### src/rtl/vfp_cmp_pkg.sv
// Shared encodings for the vector floating-point compare mask generator.
package vfp_cmp_pkg;
    typedef enum logic [1:0] {
        PRED_EQ   = 2'd0,
        PRED_HI   = 2'd1,
        PRED_HE   = 2'd2,
        PRED_NONE = 2'd3
    } pred_e;

    localparam logic [1:0] CC_ALL  = 2'd0;
    localparam logic [1:0] CC_SOME = 2'd1;
    localparam logic [1:0] CC_NONE = 2'd3;
endpackage

### src/rtl/vfp_lane_cmp.sv
// One-lane IEEE compare on raw encodings.
// Assumes: EW-bit value with FW fraction bits and one sign bit; the exponent
// takes the remaining bits. A lane with en=0 reports no hit and no invalid.
module vfp_lane_cmp
    import vfp_cmp_pkg::*;
#(
    parameter int EW = 32,
    parameter int FW = 23
) (
    input  logic [EW-1:0] a,
    input  logic [EW-1:0] b,
    input  logic [1:0]    pred,
    input  logic          sig_cmp,
    input  logic          en,
    output logic          hit,
    output logic          inv
);
    localparam int XW = EW - 1 - FW;

    logic          a_s, b_s;
    logic [EW-2:0] a_mag, b_mag;
    logic          a_nan, b_nan, a_snan, b_snan;
    logic          a_zero, b_zero;
    logic          eq, b_lt_a, raw;
    pred_e         p;

    // Field decode for both operands
    always_comb begin
        a_s    = a[EW-1];
        b_s    = b[EW-1];
        a_mag  = a[EW-2:0];
        b_mag  = b[EW-2:0];
        a_nan  = (a[EW-2 -: XW] == {XW{1'b1}}) && (a[FW-1:0] != '0);
        b_nan  = (b[EW-2 -: XW] == {XW{1'b1}}) && (b[FW-1:0] != '0);
        a_snan = a_nan && !a[FW-1];
        b_snan = b_nan && !b[FW-1];
        a_zero = (a_mag == '0);
        b_zero = (b_mag == '0);
    end

    // Sign-magnitude ordering and equality
    always_comb begin
        eq = (a_zero && b_zero) || (a == b);
        if (a_zero && b_zero)
            b_lt_a = 1'b0;
        else if (a_s != b_s)
            b_lt_a = b_s;
        else if (!a_s)
            b_lt_a = (b_mag < a_mag);
        else
            b_lt_a = (b_mag > a_mag);
    end

    // Predicate select, NaN masking and invalid detection
    always_comb begin
        p = pred_e'(pred);
        case (p)
            PRED_EQ: raw = eq;
            PRED_HI: raw = b_lt_a;
            PRED_HE: raw = b_lt_a || eq;
            default: raw = 1'b0;
        endcase
        hit = en && !a_nan && !b_nan && raw;
        inv = en && (sig_cmp ? (a_nan || b_nan) : (a_snan || b_snan));
    end
endmodule

### src/rtl/vfp_cc_reduce.sv
// Reduces per-lane hits to the condition code.
// Assumes: act marks the lanes that take part; hit is already zero elsewhere;
// lane 0 is bit 0.
module vfp_cc_reduce
    import vfp_cmp_pkg::*;
#(
    parameter int LANES = 4
) (
    input  logic [LANES-1:0] hit,
    input  logic [LANES-1:0] act,
    input  logic             single,
    output logic [1:0]       cc
);
    // All / some / none summary with single-element override
    always_comb begin
        if (single)
            cc = hit[0] ? CC_ALL : CC_NONE;
        else if ((hit & act) == act)
            cc = CC_ALL;
        else if (|hit)
            cc = CC_SOME;
        else
            cc = CC_NONE;
    end
endmodule

### src/rtl/vfp_out_stage.sv
// Optional output register for the compare results.
// Assumes: OUT_REG=1 registers with a synchronous active-low reset;
// OUT_REG=0 passes the inputs straight through.
module vfp_out_stage #(
    parameter int VEC_W   = 128,
    parameter bit OUT_REG = 1'b1
) (
    input  logic             clk,
    input  logic             rst_n,
    input  logic             v_in,
    input  logic [VEC_W-1:0] m_in,
    input  logic [1:0]       cc_in,
    input  logic             inv_in,
    output logic             v_out,
    output logic [VEC_W-1:0] m_out,
    output logic [1:0]       cc_out,
    output logic             inv_out
);
    generate
        if (OUT_REG) begin : g_reg
            // Capture results; outputs of an idle cycle are cleared
            always_ff @(posedge clk) begin
                if (!rst_n) begin
                    v_out   <= 1'b0;
                    m_out   <= '0;
                    cc_out  <= 2'd0;
                    inv_out <= 1'b0;
                end else begin
                    v_out   <= v_in;
                    m_out   <= v_in ? m_in : '0;
                    cc_out  <= v_in ? cc_in : 2'd0;
                    inv_out <= v_in && inv_in;
                end
            end
        end else begin : g_pass
            assign v_out   = v_in;
            assign m_out   = m_in;
            assign cc_out  = cc_in;
            assign inv_out = inv_in;
        end
    endgenerate
endmodule

### src/rtl/vfp_cmp_mask.sv
// Vector floating-point compare mask generator (top).
// Assumes: VEC_W is a multiple of 64; lane 0 is the most significant element.
// Builds both lane widths in parallel and selects one with fmt_dbl.
module vfp_cmp_mask #(
    parameter int VEC_W   = 128,
    parameter bit OUT_REG = 1'b1
) (
    input  logic             clk,
    input  logic             rst_n,
    input  logic             in_valid,
    input  logic             fmt_dbl,
    input  logic [1:0]       pred,
    input  logic             sig_cmp,
    input  logic             single,
    input  logic [VEC_W-1:0] op_a,
    input  logic [VEC_W-1:0] op_b,
    output logic             out_valid,
    output logic [VEC_W-1:0] mask,
    output logic [1:0]       cc,
    output logic             invalid
);
    localparam int L32 = VEC_W / 32;
    localparam int L64 = VEC_W / 64;

    logic [L32-1:0]   hit32, inv32, en32;
    logic [L64-1:0]   hit64, inv64, en64;
    logic [VEC_W-1:0] mask32, mask64, mask_c;
    logic [L32-1:0]   hit_sel, act_sel;
    logic [1:0]       cc_c;
    logic             inv_c;

    genvar i;
    generate
        for (i = 0; i < L32; i++) begin : g_s
            assign en32[i] = !fmt_dbl && (!single || (i == 0));
            vfp_lane_cmp #(.EW(32), .FW(23)) u_lane (
                .a       (op_a[VEC_W-1-32*i -: 32]),
                .b       (op_b[VEC_W-1-32*i -: 32]),
                .pred    (pred),
                .sig_cmp (sig_cmp),
                .en      (en32[i]),
                .hit     (hit32[i]),
                .inv     (inv32[i])
            );
            assign mask32[VEC_W-1-32*i -: 32] = {32{hit32[i]}};
        end
        for (i = 0; i < L64; i++) begin : g_d
            assign en64[i] = fmt_dbl && (!single || (i == 0));
            vfp_lane_cmp #(.EW(64), .FW(52)) u_lane (
                .a       (op_a[VEC_W-1-64*i -: 64]),
                .b       (op_b[VEC_W-1-64*i -: 64]),
                .pred    (pred),
                .sig_cmp (sig_cmp),
                .en      (en64[i]),
                .hit     (hit64[i]),
                .inv     (inv64[i])
            );
            assign mask64[VEC_W-1-64*i -: 64] = {64{hit64[i]}};
        end
        for (i = 0; i < L32; i++) begin : g_sel
            // Lane hits and participating lanes for the selected format
            if (i < L64) begin : g_lo
                assign hit_sel[i] = fmt_dbl ? hit64[i] : hit32[i];
                assign act_sel[i] = 1'b1;
            end else begin : g_hi
                assign hit_sel[i] = fmt_dbl ? 1'b0 : hit32[i];
                assign act_sel[i] = !fmt_dbl;
            end
        end
    endgenerate

    // Format select of the mask and merged invalid indication
    always_comb begin
        mask_c = fmt_dbl ? mask64 : mask32;
        inv_c  = (|inv32) || (|inv64);
    end

    vfp_cc_reduce #(.LANES(L32)) u_cc (
        .hit    (hit_sel),
        .act    (act_sel),
        .single (single),
        .cc     (cc_c)
    );

    vfp_out_stage #(.VEC_W(VEC_W), .OUT_REG(OUT_REG)) u_out (
        .clk     (clk),
        .rst_n   (rst_n),
        .v_in    (in_valid),
        .m_in    (mask_c),
        .cc_in   (cc_c),
        .inv_in  (inv_c),
        .v_out   (out_valid),
        .m_out   (mask),
        .cc_out  (cc),
        .inv_out (invalid)
    );
endmodule

### config.mk
export PLATFORM = sky130hd
export DESIGN_NAME = vfp_cmp_mask
export DESIGN_NICKNAME = d
export VERILOG_FILES = /design/src/rtl/vfp_cmp_pkg.sv /design/src/rtl/vfp_lane_cmp.sv /design/src/rtl/vfp_cc_reduce.sv /design/src/rtl/vfp_out_stage.sv /design/src/rtl/vfp_cmp_mask.sv
export SDC_FILE = /design/constraint.sdc
export NUM_CORES = 1
export LEC_CHECK = 0
export BUFFER_PORTS_ARGS = -buffer_cell sky130_fd_sc_hd__buf_2
export CAP_MARGIN = 20
export CORE_AREA = 2 2 156 158
export DETAILED_ROUTE_END_ITERATION = 10
export DIE_AREA = 0 0 158 160
export REMOVE_ABC_BUFFERS = 1
export SLEW_MARGIN = 15
export SYNTH_ARGS = -nofsm -noshare
export SYNTH_HDL_FRONTEND = slang
export SYNTH_SLANG_ARGS = --single-unit
### constraint.sdc
create_clock -name clk -period 3.3 [get_ports clk]
set_input_delay 0.495 -clock clk [delete_from_list [all_inputs] [get_ports clk]]
set_output_delay 0.495 -clock clk [all_outputs]
set_load 0.05 [all_outputs]
; ---- Yosys cells after proc, flatten, opt, wreduce, memory -nomap -nowiden
; Index checks and enable logic that the tools add are counted.
[classes]
add_sub_neg = 0
n_mul = 0
div_mod_pow = 0
n_lt_le_gt_ge = 12
n_eq_ne = 25
shift = 0
n_mux = 39
bitwise = 1
n_reduce_logical = 137
[op_table]
columns = cell, n
row1 = zero test 63 bit, 4
row2 = zero test 31 bit, 8
row3 = nonzero test 52 bit, 4
row4 = nonzero test 23 bit, 8
row5 = equality test 32 bit, 4
row6 = equality test 64 bit, 2
row7 = 2-to-1 mux 128 bit, 1
row8 = > comparator 63 bit, 2
row9 = < comparator 63 bit, 2
row10 = > comparator 31 bit, 4
row11 = < comparator 31 bit, 4
row12 = equality test 8 bit (second input constant), 8
row13 = logical AND 1 bit, 57
row14 = equality test 11 bit (second input constant), 4
row15 = 2-to-1 mux 1 bit, 28
row16 = zero test 1 bit, 26
row17 = logical OR 1 bit, 25
row18 = case mux 1 bit (3 select lines), 6
row19 = 2-to-1 mux 2 bit, 4
row20 = OR reduction 4 bit, 2
row21 = AND 4 bit, 1
row22 = equality test 4 bit, 1
row23 = != test 1 bit, 4
row24 = equality test 2 x 1 -> 1 bit (second input constant), 1
row25 = 4 further kinds, 4
[totals]
register_bits = 132
latchBits = 0
ramBits = 0
rom_bits = 0
in_bits = 264
out_inout_bits = 132
wordCells = 218
mem_count = 0

; ---- Logic depth before layout (Yosys ltp)
[logic_depth]
depth_word = 12
ltp_mapped = 11
depth_no_buf = 11

; ---- Cells and area by module
; Synthesis repeated with hierarchy kept, for this count alone.
[hier_totals]
hier_cells = 1576
hier_area_um2 = 12513.3
[by_module_without_submodules]
columns = mod, instances, cells_each, area_each_um2, seq_area_each_um2
row1 = vfp_lane_cmp at g_s[0].u_lane ..., 4, 162, 1096.1, 0.0
row2 = vfp_lane_cmp at g_d[0].u_lane ..., 2, 304, 2133.3, 0.0
row3 = vfp_out_stage, 1, 292, 3661.0, 2642.5
row4 = vfp_cmp_mask, 1, 19, 118.9, 0.0
row5 = vfp_cc_reduce, 1, 9, 82.6, 0.0

; ---- Worst setup path after synthesis
; Ideal clock, no wire load.
[synth_timing]
kind = input to register
start = in op_a[18]
end = reg u_out.m_out[63]
setup_ns = 0.120
arrival_ns = 2.622
required_time_ns = 3.180
setup_slack_ns = 0.558
path_stages = 11
path_buffers = 0
path_cell_list = inv_1 > ha_1 > a21oi_2 > o21ai_1 > a221o_1 > a211o_1 > o211ai_2 > or3b_1 > a211oi_2 > nor2_1 > o31a_1
[synth_via]
elab_chain_len = 8
elab_cells_between_ends = 18
cone_classes = order compare: 2 / eq/ne: 1 / mux: 5 / reduce/logical: 10
[synth_rtl]
columns = item, line
row1 = start: declaration, vfp_cmp_mask.sv:15  ; input logic [VEC_W-1:0] op_a,
row2 = < comparator 63 bit / > comparator 63 bit (equally long branches), "vfp_lane_cmp.sv:49, vfp_lane_cmp.sv:51"
row3 = 2-to-1 mux 1 bit, vfp_lane_cmp.sv:48  ; else if (!a_s)
row4 = 2-to-1 mux 1 bit, vfp_lane_cmp.sv:46  ; else if (a_s != b_s)
row5 = 2-to-1 mux 1 bit, vfp_lane_cmp.sv:44  ; if (a_zero && b_zero)
row6 = logical OR 1 bit, vfp_lane_cmp.sv:60  ; PRED_HE: raw = b_lt_a || eq;
row7 = case mux 1 bit (3 select lines), vfp_lane_cmp.sv:57  ; case (p)
row8 = logical AND 1 bit *, vfp_lane_cmp.sv:63  ; hit = en && !a_nan && !b_nan && raw;
row9 = 2-to-1 mux 128 bit *, vfp_cmp_mask.sv:74  ; mask_c = fmt_dbl ? mask64 : mask32;
row10 = end signal: assignment, vfp_out_stage.sv:30  ; m_out <= v_in ? m_in : '0;
row11 = end: declaration, vfp_out_stage.sv:15  ; output logic [VEC_W-1:0] m_out,
; Every way passes the cells marked *; elsewhere a longest branch is shown, timed or not.
; A chain may end at the register's enable or synchronous reset.

; ---- Final worst setup path
[layout_timing]
start = in op_a[125]
end = reg u_out.cc_out[0]
[layout_via]
elab_chain_len = 12
elab_cells_between_ends = 40
cone_classes = order compare: 4 / eq/ne: 5 / mux: 12 / bitwise: 1 / reduce/logical: 18
[layout_rtl]
columns = item, line
row1 = < comparator 63 bit (tied with other cells), vfp_lane_cmp.sv:49  ; b_lt_a = (b_mag < a_mag);
row2 = 2-to-1 mux 1 bit, vfp_lane_cmp.sv:48
row3 = 2-to-1 mux 1 bit, vfp_lane_cmp.sv:46
row4 = 2-to-1 mux 1 bit, vfp_lane_cmp.sv:44
row5 = logical OR 1 bit, vfp_lane_cmp.sv:60
row6 = case mux 1 bit (3 select lines), vfp_lane_cmp.sv:57
row7 = logical AND 1 bit, vfp_lane_cmp.sv:63
row8 = 2-to-1 mux 1 bit *, vfp_cmp_mask.sv:63  ; assign hit_sel[i] = fmt_dbl ? hit64[i] : hit32[i];
row9 = AND 4 bit, vfp_cc_reduce.sv:18  ; else if ((hit & act) == act)
row10 = equality test 4 bit, vfp_cc_reduce.sv:18
row11 = 2-to-1 mux 2 bit, vfp_cc_reduce.sv:18
row12 = 2-to-1 mux 2 bit *, vfp_cc_reduce.sv:16  ; if (single)
row13 = end signal: assignment, vfp_out_stage.sv:31  ; cc_out <= v_in ? cc_in : 2'd0;
row14 = end: declaration, vfp_out_stage.sv:16  ; output logic [1:0] cc_out,
; Marks and branches as above.

==> reports/qor.yml <==
status: "complete, no violations"
instances_no_fill: 1451
core_um2: 23820
ys_seq_area_share_pct: 2.674
drv_cap: 0
hp-class: "input port to register"
first_pass_iters: 4
placementRows: 57
crit_path_max_incr_delay_ps: 580
tightest_slew_ps: 842.6
die_area_um2: 25280
vias_per_cell: 4.847
synth_top_area_share_pct: 26.74
crit_family: "compound AO/OA/AOI/OAI gates"
final_max_slew_viol_count: 0
power_density_nw_per_um2: 165.1
cp_max_fo: 5
clock-sinks: 8
netlist_top_cells_area: "ha_1, buf_4, inv_1"
hpwl_mm: 19.64
peakVddDrop_mv: 0.07050
drc: 0
die_h_um: 160
wl_met2_mm: 10.31
routed_wl_mm: 21.38
initial_utilization_pct: 25.14
synthArstFlopShare_pct: 0
power_w: 0.001248
synth.most_common_cell: "inv_1"
clock.fmax_ghz: 0.3484
ios: 396
avgSynthCellArea_um2: 7.088
path_clk_slew_ps: 40
ys_ff_latch: 8
cp_num_buf_inv: 2
cts_hold_buf: 0
syn_to_final_growth_pct: 26.26
cp.arrival_ps: 2980
fp.dieW_um: 158
yosysTopAreaCell: "ha_1"
route.met3.wl_mm: 1.497
grt_pass1_wl_mm: 32.63
critPathKind: "input port to register"
cp_slowest_cell: "nor4_1"
cts_made_buffers: 3
post_cts_buffers: 0
p_leak_nw: 4.417
place_congestion: 0.9232
setup_violations: 0
crit_path_end_kind: "register"
required_ps: 3410
antenna_found_initial: 3
drive_gt1_share_pct: 38.49
synth.cell_area_um2: 5989
synth_cell_type_count: 70
grt_use_total_pct: 15.86
grt_start_max_net_pins: 33
fin_nets: 1519
fin_crit_sh_pct: 86.97
top_layer: "met5"
wl_per_cell_um: 14.73
overflow: 0
yosysWarnings: 0
yosys-top-cells-count: "inv_1, ha_1, buf_4, nor4_1"
dp.cells: 1446
ant_nets: 0
post_cts_resized: 0
cts_tree: "built"
vias: 7033
rsz0062_at_grt: "no"
maxSlewHeadroom_pct: 43.75
cts.htree.levels: 1
wl_met1_mm: 9.107
synth_edf_count: 0
start_kind: "input port"
cts_root_buf: "clkbuf_16"
portBuffers: 395
synthCells: 845
finalHoldViolations: 0
grt_pass1_vias: 6745
cts_max_path_buffers: 2
crit_chain: "buf_2 -> inv_1 -> ha_1 -> nand4_1 -> nor4_1 -> nand2_1 -> a211o_1 -> o221a_1 -> a211oi_1 -> a41oi_2 -> a32oi_2 -> o32ai_2"
timing.final.crit_period_ps: 2870
drt_iter0_markers: 236
synth_ff_type: "dfxtp_1"
[through the flow]
step | worst slack (ps) | hold WS, ps | TNS, ps | util (%) | area (um^2)
6_report | 429.9 | 556.2 | 0 | 31.75 | 7562
5_1_grt | 249.9 | 569.8 | 0 | 31.74 | 7560
4_1_cts | 476.5 | 544.6 | 0 | 31.73 | 7557
3_5_place_dp | 238.1 | 789.4 | 0 | 31.41 | 7482
3_3_place_gp | 249.7 | 783.4 | 0 | 31.41 | 7482
2_1_floorplan | -7767 | 611.9 | -994180 | - | 5047
[worst paths after layout]
check / start / end / slack [ps] / cells after the start
worst max-delay path: op_a[125] / u_out.cc_out[0]$_SDFF_PN0_ / 430 / 12
worst min-delay path: single / u_out.cc_out[0]$_SDFF_PN0_ / 560 / 2
[state kept, by name, indices dropped and copies added, names as in the netlist]
name / flops
u_out.cc_out: 2
u_out.m_out: 4
u_out.inv_out: 1
u_out.v_out: 1
[placed cells by master (no fill, tap or decap), types with 5 or more instances in the layout]
| master | synthesis | final |
|---|---|---|
| nand3_1 | 25 | 25 |
| a211o_1 | 5 | 5 |
| inv_1 | 137 | 137 |
| o31ai_1 | 5 | 5 |
| a31oi_1 | 5 | 5 |
| o22ai_1 | 6 | 6 |
| buf_4 | 124 | 7 |
| a21o_1 | 12 | 12 |
| nor4_1 | 60 | 60 |
| o21a_1 | 7 | 7 |
| buf_2 | 0 | 395 |
| a21oi_1 | 58 | 58 |
| nand4_1 | 58 | 58 |
| nor3_1 | 19 | 19 |
| nand2_1 | 44 | 44 |
| ha_1 | 128 | 128 |
| and3_1 | 5 | 5 |
| nor2_1 | 29 | 29 |
| o21ai_0 | 24 | 24 |
| dfxtp_1 | 8 | 8 |
[cell type report]
type                            count  area [um^2]
Fill cell                        2627        16260
Multi-Input combinational cell    575         4373
Timing Repair Buffer              402         2029
Inverter                          137        514.2
Tap cell                          324        405.4
Sequential cell                     8        160.2
Clock buffer                        3        75.07
Antenna cell                        2        5.005
[layer usage]
metal	vias up	global-route usage, %
met5	-	0
met4	2	3.235
met3	36	2.795
met2	261	28.85
met1	3185	19.34
li1	3549	-
[cells by family (layout without fill, tap and decap cells)]
family          count (synthesis)  after routing  synth area share, %
mux                             2              2               0.3343
simple gates                  282            282                27.45
compound gates                162            162                18.34
buf+inv                       262            542                24.32
fa+ha+maj                     128            128                26.74
xor+xnor                        1              1               0.1463
other cells                     0              2                    0
flops                           8              8                2.674
[power breakdown]
part	leakage [nW]	switching [W]	internal, W
clock network	0.0370	0.0000473	0.000156
logic	4.31	0.000583	0.000348
registers	0.0655	0.0000113	0.000102
total	4.42	0.000642	0.000607
Note: power is estimated with default switching activity, not from simulation.
